### src/rtl/lut3_unit.sv
module lut3_unit #(
  parameter int W       = 64,
  parameter bit OUT_REG = 1'b1
) (
  input  logic         clk,
  input  logic         rst_n,
  input  logic         in_valid,
  input  logic [1:0]   variant,
  input  logic [1:0]   mode,
  input  logic [W-1:0] op_t,
  input  logic [W-1:0] op_a,
  input  logic [W-1:0] op_b,
  input  logic [W-1:0] op_c,
  input  logic [4:0]   imm_lo,
  input  logic [2:0]   imm_hi,
  input  logic [3:0]   lane_mask,
  output logic         out_valid,
  output logic [W-1:0] result
);
  localparam int LW    = 8;
  localparam int LANES = 4;
  localparam logic [1:0] MODE_WORD = 2'b01;

  logic [7:0]    tbl;
  logic [LW-1:0] swz;
  logic [W-1:0]  nxt;

  assign tbl = variant[0] ? op_c[7:0] : {imm_hi, imm_lo};

  always_comb begin
    for (int i = 0; i < LW; i++)
      swz[i] = tbl[{op_a[i], op_a[LW+i], op_a[2*LW+i]}];
  end

  always_comb begin
    nxt = op_t;
    if (variant[1]) begin
      for (int j = 0; j < LANES; j++)
        for (int i = 0; i < LW; i++)
          if (lane_mask[j]) nxt[j*LW+i] = swz[i];
    end else if (mode == MODE_WORD) begin
      nxt    = '0;
      nxt[0] = tbl[{|op_t, |op_a, |op_b}];
    end else begin
      for (int i = 0; i < W; i++)
        nxt[i] = tbl[{op_t[i], op_a[i], op_b[i]}];
    end
  end

  generate
    if (OUT_REG) begin : g_reg
      logic [W-1:0] res_q;
      logic         vld_q;

      always_ff @(posedge clk or negedge rst_n) begin
        if (!rst_n) begin
          res_q <= '0;
          vld_q <= 1'b0;
        end else begin
          vld_q <= in_valid;
          if (in_valid) res_q <= nxt;
        end
      end

      assign result    = res_q;
      assign out_valid = vld_q;

      AST_VALID_FOLLOW: assert property (@(posedge clk) disable iff (!rst_n)
        in_valid |=> out_valid);
      AST_VALID_DROP: assert property (@(posedge clk) disable iff (!rst_n)
        !in_valid |=> !out_valid);
      AST_IDLE_HOLD: assert property (@(posedge clk) disable iff (!rst_n)
        !in_valid |=> $stable(result));
      AST_WORD_HIGH_ZERO: assert property (@(posedge clk) disable iff (!rst_n)
        in_valid && !variant[1] && mode == MODE_WORD |=> result[W-1:1] == '0);
      AST_TABLE_ONES: assert property (@(posedge clk) disable iff (!rst_n)
        in_valid && variant == 2'b01 && mode != MODE_WORD && op_c[7:0] == 8'hFF
        |=> result == {W{1'b1}});

      for (genvar j = 0; j < LANES; j++) begin : g_lane_chk
        AST_LANE_KEEP: assert property (@(posedge clk) disable iff (!rst_n)
          in_valid && variant[1] && !lane_mask[j]
          |=> result[j*LW +: LW] == $past(op_t[j*LW +: LW]));
      end

      if (W > LANES*LW) begin : g_upper_chk
        AST_UPPER_KEEP: assert property (@(posedge clk) disable iff (!rst_n)
          in_valid && variant[1]
          |=> result[W-1:LANES*LW] == $past(op_t[W-1:LANES*LW]));
      end
    end else begin : g_comb
      assign result    = nxt;
      assign out_valid = in_valid;
    end
  endgenerate
endmodule

### config.mk
export PLATFORM = sky130hd
export DESIGN_NAME = lut3_unit
export DESIGN_NICKNAME = d
export VERILOG_FILES = /design/src/rtl/lut3_unit.sv
export SDC_FILE = /design/constraint.sdc
export NUM_CORES = 1
export LEC_CHECK = 0
export CAP_MARGIN = 15
export CORE_MARGIN = 2
export CORE_UTILIZATION = 48
export DETAILED_ROUTE_END_ITERATION = 8
export GPL_ROUTABILITY_DRIVEN = 0
export PLACE_DENSITY = 0.88
export RECOVER_POWER = 50
export SETUP_SLACK_MARGIN = 0.4
export SYNTH_ARGS = -nofsm -noshare
export SYNTH_HDL_FRONTEND = slang
export SYNTH_SLANG_ARGS = --single-unit
### constraint.sdc
create_clock -name clk -period 1.2 [get_ports clk]
set_input_delay 0.36 -clock clk [delete_from_list [all_inputs] [get_ports clk]]
set_output_delay 0.36 -clock clk [all_outputs]
set_load 0.01 [all_outputs]
==> qor.txt, run 1 <==
# clock sinks -> 65
CTS H-tree lvls -> 3
# hold bufs at CTS -> 0
Top Ports -> 340
cts bufs inserted -> 9
gate count of the mapped netlist -> 757
DP HPWL -> 33,300 um
die height -> 135 um
GRT overflow -> 129
# rows -> 47
top-count cell post-synth -> mux4_2
Fail Step -> global routing
Cell Area, Synth -> 0.00822 mm2
sequential element share of the synthesized area -> 0.198
quantity of I/O buffers inserted on ports -> 283
Initial Utilization -> 0.494
synth cell count leaders -> mux4_2, nor2_1, dfrtp_1
Root Buffer Master -> clkbuf_16
Netlist cell types -> 27
top cell type's share of synthesized area -> 0.394
post-synth net total -> 1,032
Synth Area per Inst -> 10.9 um2
Synth area leader -> mux4_2
EDFF count, synth -> 0
DIE WIDTH -> 135 um
Global Route Usage Sum -> 0.822
largest net degree at the start of global routing -> 66
Run Error -> [ERROR GRT-0232] Routing congestion too high. Check the congestion heatmap in the GUI.
Post-synth ARST share -> 1.00
ys flop type -> dfrtp_1
CTS max path bufs -> 2
top post-synthesis cells by area -> mux4_2, dfrtp_1, mux2i_1, nor2_1, mux2_2
status -> did not finish
yosys warns -> 0
FF+latch count, synth -> 65
==> metal layers <==
layer  GRT usage  GRT overflow
met1       0.816             3
met2       0.962            53
met3       0.681             1
met4       0.876            72
met5       0.300             0
==> through the flow <==
stage	setup WS [ns]	std cells	hold WS [ns]	util	cell area, um2
after CTS	-0.904	1547	0.0437	0.901	15000
after global placement	-1.65	1468	0.410	0.821	13700
after floorplan	-0.875	757	0.0644	-	8440
after detailed placement	-1.82	1468	0.412	0.821	13700
==> logic make-up after synthesis <==
| logic type | Yosys count | share of synthesized area |
|---|---|---|
| multiplexers | 234 | 0.519 |
| AND/OR/NAND/NOR | 215 | 0.129 |
| AO/OA/AOI/OAI | 142 | 0.0989 |
| buffers and inverters | 101 | 0.0552 |
| flip-flops | 65 | 0.198 |
==> what timing repair did <==
| action | in CTS |
|---|---|
| gates resized for setup | 657 |
| pin swaps | 121 |
| cloned | 8 |
| buffers inserted | 55 |
| setup endpoints to repair | 129 |
==> run 2: changes to the inputs <==
- CORE_UTILIZATION: 48 -> 40
- PLACE_DENSITY: 0.88 -> unset
- PLACE_DENSITY_LB_ADDON: unset -> 0.15
- SETUP_SLACK_MARGIN: 0.4 -> unset
==> qor.txt, run 2 <==
GRT overflow -> 0
Multi-input gate area -> 0.00686 mm2
Crit Path Class -> input pin to flip-flop
Combinational Power Share -> 0.559
sequential element share of the synthesized area -> 0.198
fin cells -> 1,594
top cell family by delay on the critical path -> simple AND/OR/NAND/NOR gates
crit path buf inv count -> 2
CP max FO -> 2
Post-Synth Adder-Cell Area -> 0
CORE AREA -> 0.0202 mm2
post-synthesis mux area share -> 0.519
first drt pass iteration count -> 5
CP Launch Type -> input pin
max_slew headroom -> 0.675
Post-Synth XOR/XNOR Area -> 0
Nets -> 1,594
Cell Area, Synth -> 0.00822 mm2
worst skew pair latency -> 0.34 ns
Critical Path AT -> 2.46 ns
Post-synth ARST share -> 1.00
FF+latch count, synth -> 65
type of the most critical hold path -> input pin to flip-flop
largest net degree at the start of global routing -> 36
Clk pin slew, worst setup/hold paths -> 0.06 ns
GRT busiest layer -> met2
fin. max-slew vios -> 0
Synth Area in Compound Gates -> 0.0989
cts bufs inserted -> 9
Pint -> 8050 uW
Hold Path Stages -> 3
CTS H-tree lvls -> 3
clk_skew -> 0 ns
CP cell instances -> dlygate4sd2_1 -> nor4_2 -> buf_4 -> nand4_1 -> nor4_2 -> mux2_2 -> mux2i_1 -> o211ai_1
DIE AREA -> 0.0217 mm2
CTS tree -> yes
DRT Wirelength -> 40,600 um
max cap viols -> 0
Critical Path End Type -> flip-flop
Global Route Usage Sum -> 0.361
LEAKAGE -> 0.00634 uW
CTS max path bufs -> 2
CP max stage delay -> 0.45 ns
yosys warns -> 0
Synth Area in Simple Gates -> 0.129
fin crit share -> 1.87
Netlist cell types -> 27
synth-to-layout area growth -> 83.2%
slew at the pin closest to its max-slew limit -> 0.488 ns
Power Density -> 820 mW/mm2
worst r2r path cells -> 3
antenna viol nets, final -> 0
die height -> 147 um
# rows -> 52
top post-synthesis cells by area -> mux4_2, dfrtp_1, mux2i_1, nor2_1, mux2_2
DRC -> 0
Top Ports -> 340
post-DR wirelength/cell -> 25.5 um
number of fillers in the final layout -> 1,384
endpoints failing setup -> 128
ys flop type -> dfrtp_1
Crit path depth -> 8
# clock sinks -> 65
quantity of I/O buffers inserted on ports -> 283
Peak VDD IR -> 0.646 mV
synth cell count leaders -> mux4_2, nor2_1, dfrtp_1
DIE WIDTH -> 147 um
Final WS setup -> -1.04 ns
Layout Utilization -> 0.745
Synth Area per Inst -> 10.9 um2
vias in the first global route -> 9,865
sw frac -> 0.349
first-pass GRT wire length -> 59,200 um
DR iter-0 viols -> 1,107
Register Area -> 0.00163 mm2
RSZ-0062 raised after global routing -> true
placed cell count -> 1,511
Critical Path RT -> 1.41 ns
placed inst area -> 0.0136 mm2
layout cells sized above 1 -> 0.577
top cell type's share of synthesized area -> 0.394
gate count of the mapped netlist -> 757
largest family of logic cells by synthesized area -> multiplexers
Initial Utilization -> 0.406
minimum clock period -> 2.24 ns
most used cell, CP -> nor4_2
top-count cell post-synth -> mux4_2
Synth area leader -> mux4_2
status -> finished, violations left
met1 Use GR -> 0.475
initial antenna violation count -> 3
vias -> 10,211
DP HPWL -> 28,600 um
Crit-path slowest cell -> nor4_2
Root Buffer Master -> clkbuf_16
max reg flops -> 64
fmax -> 446 MHz
Vias/cell -> 6.41
Finished Cell Area -> 0.0151 mm2
most frequent cells in the layout -> buf_4, mux4_2, nor2_1
post-synth net total -> 1,032
clock power share -> 0.219
grt met3 use -> 0.0891
EDFF count, synth -> 0
most common cell after layout, fill and taps aside -> buf_4
Setup WS pre-CTS -> -1.76 ns
met2 usage -> 0.571
Fin. Hold Viols -> 0
P_sw -> 4310 uW
failing checks -> setup timing
Flop pwr share -> 0.223
[run 2: worst reg2reg max path: stages (launching register included)]
cell and delay [ns]:
dfrtp_1 0.42, buf_4 0.16, buf_4 0.12, mux2_4 0.26
[run 2: cells by family after synthesis]
group / Yosys count
and+or+nand+nor: 215
buffers and inverters: 101
AOI/OAI and AO/OA: 142
muxes: 234
DFF: 65
[run 2: per-layer routing]
layer,wire [um],vias to the layer above
li1,-,4216
met1,14300,4936
met2,18600,872
met3,5450,185
met4,2320,2
met5,13,-
[run 2: cell type report]
class / instances / share of cell area
Antenna cell: 1 / 0.000166
Clock inverter: 3 / 0.00282
Timing Repair Buffer: 650 / 0.395
Tap cell: 270 / 0.0224
Sequential cell: 65 / 0.108
Multi-Input combinational cell: 593 / 0.455
Clock buffer: 12 / 0.0157
[run 2: power by group through the flow]
stage	clock, uW	combinational [uW]	sequential (uW)
CTS	2690	6410	2730
global route	2770	7190	2780
floorplan	0	2590	2880
global placement	0	5950	2780
finish	2700	6910	2750
detailed placement	0	6050	2780
[run 2: worst paths after layout]
kind                       startpoint    endpoint  slack [ns]
setup / recovery             op_a[22]   result[0]       -1.04
hold / removal               in_valid  result[59]        0.43
setup reg to reg           result[21]  result[21]        0.13
hold reg to reg             result[8]   result[8]        0.50
max in group asynchronous       rst_n  result[51]        0.05
min in group asynchronous       rst_n  result[38]        0.46
[run 2: timing repair]
action,CTS,global route
setup buffers,33,19
endpoints found under the setup margin,129,129
gates cloned,15,2
pin swaps,115,70
endpoints found under the hold margin,5,0
hold buffers,1,0
resized for setup,625,108
[run 2: stage by stage]
| step | power, uW | TNS, ns | hold WS (ns) |
|---|---|---|---|
| 2_1_floorplan | 5470 | -49.71 | 0.0644 |
| 3_3_place_gp | 8730 | -97.75 | 0.272 |
| 3_5_place_dp | 8830 | -100.09 | 0.271 |
| 6_report | 12400 | -50.61 | 0.426 |
| 5_1_grt | 12700 | -55.05 | 0.434 |
| 4_1_cts | 11800 | -48.46 | 0.351 |
No activity file was read; power rests on OpenSTA's default activity.
==> run 3: changes to the inputs <==
- SLEW_MARGIN: unset -> 20
==> results of run 3 <==
Final layout, timing and power as in run 2 (identical DEF).
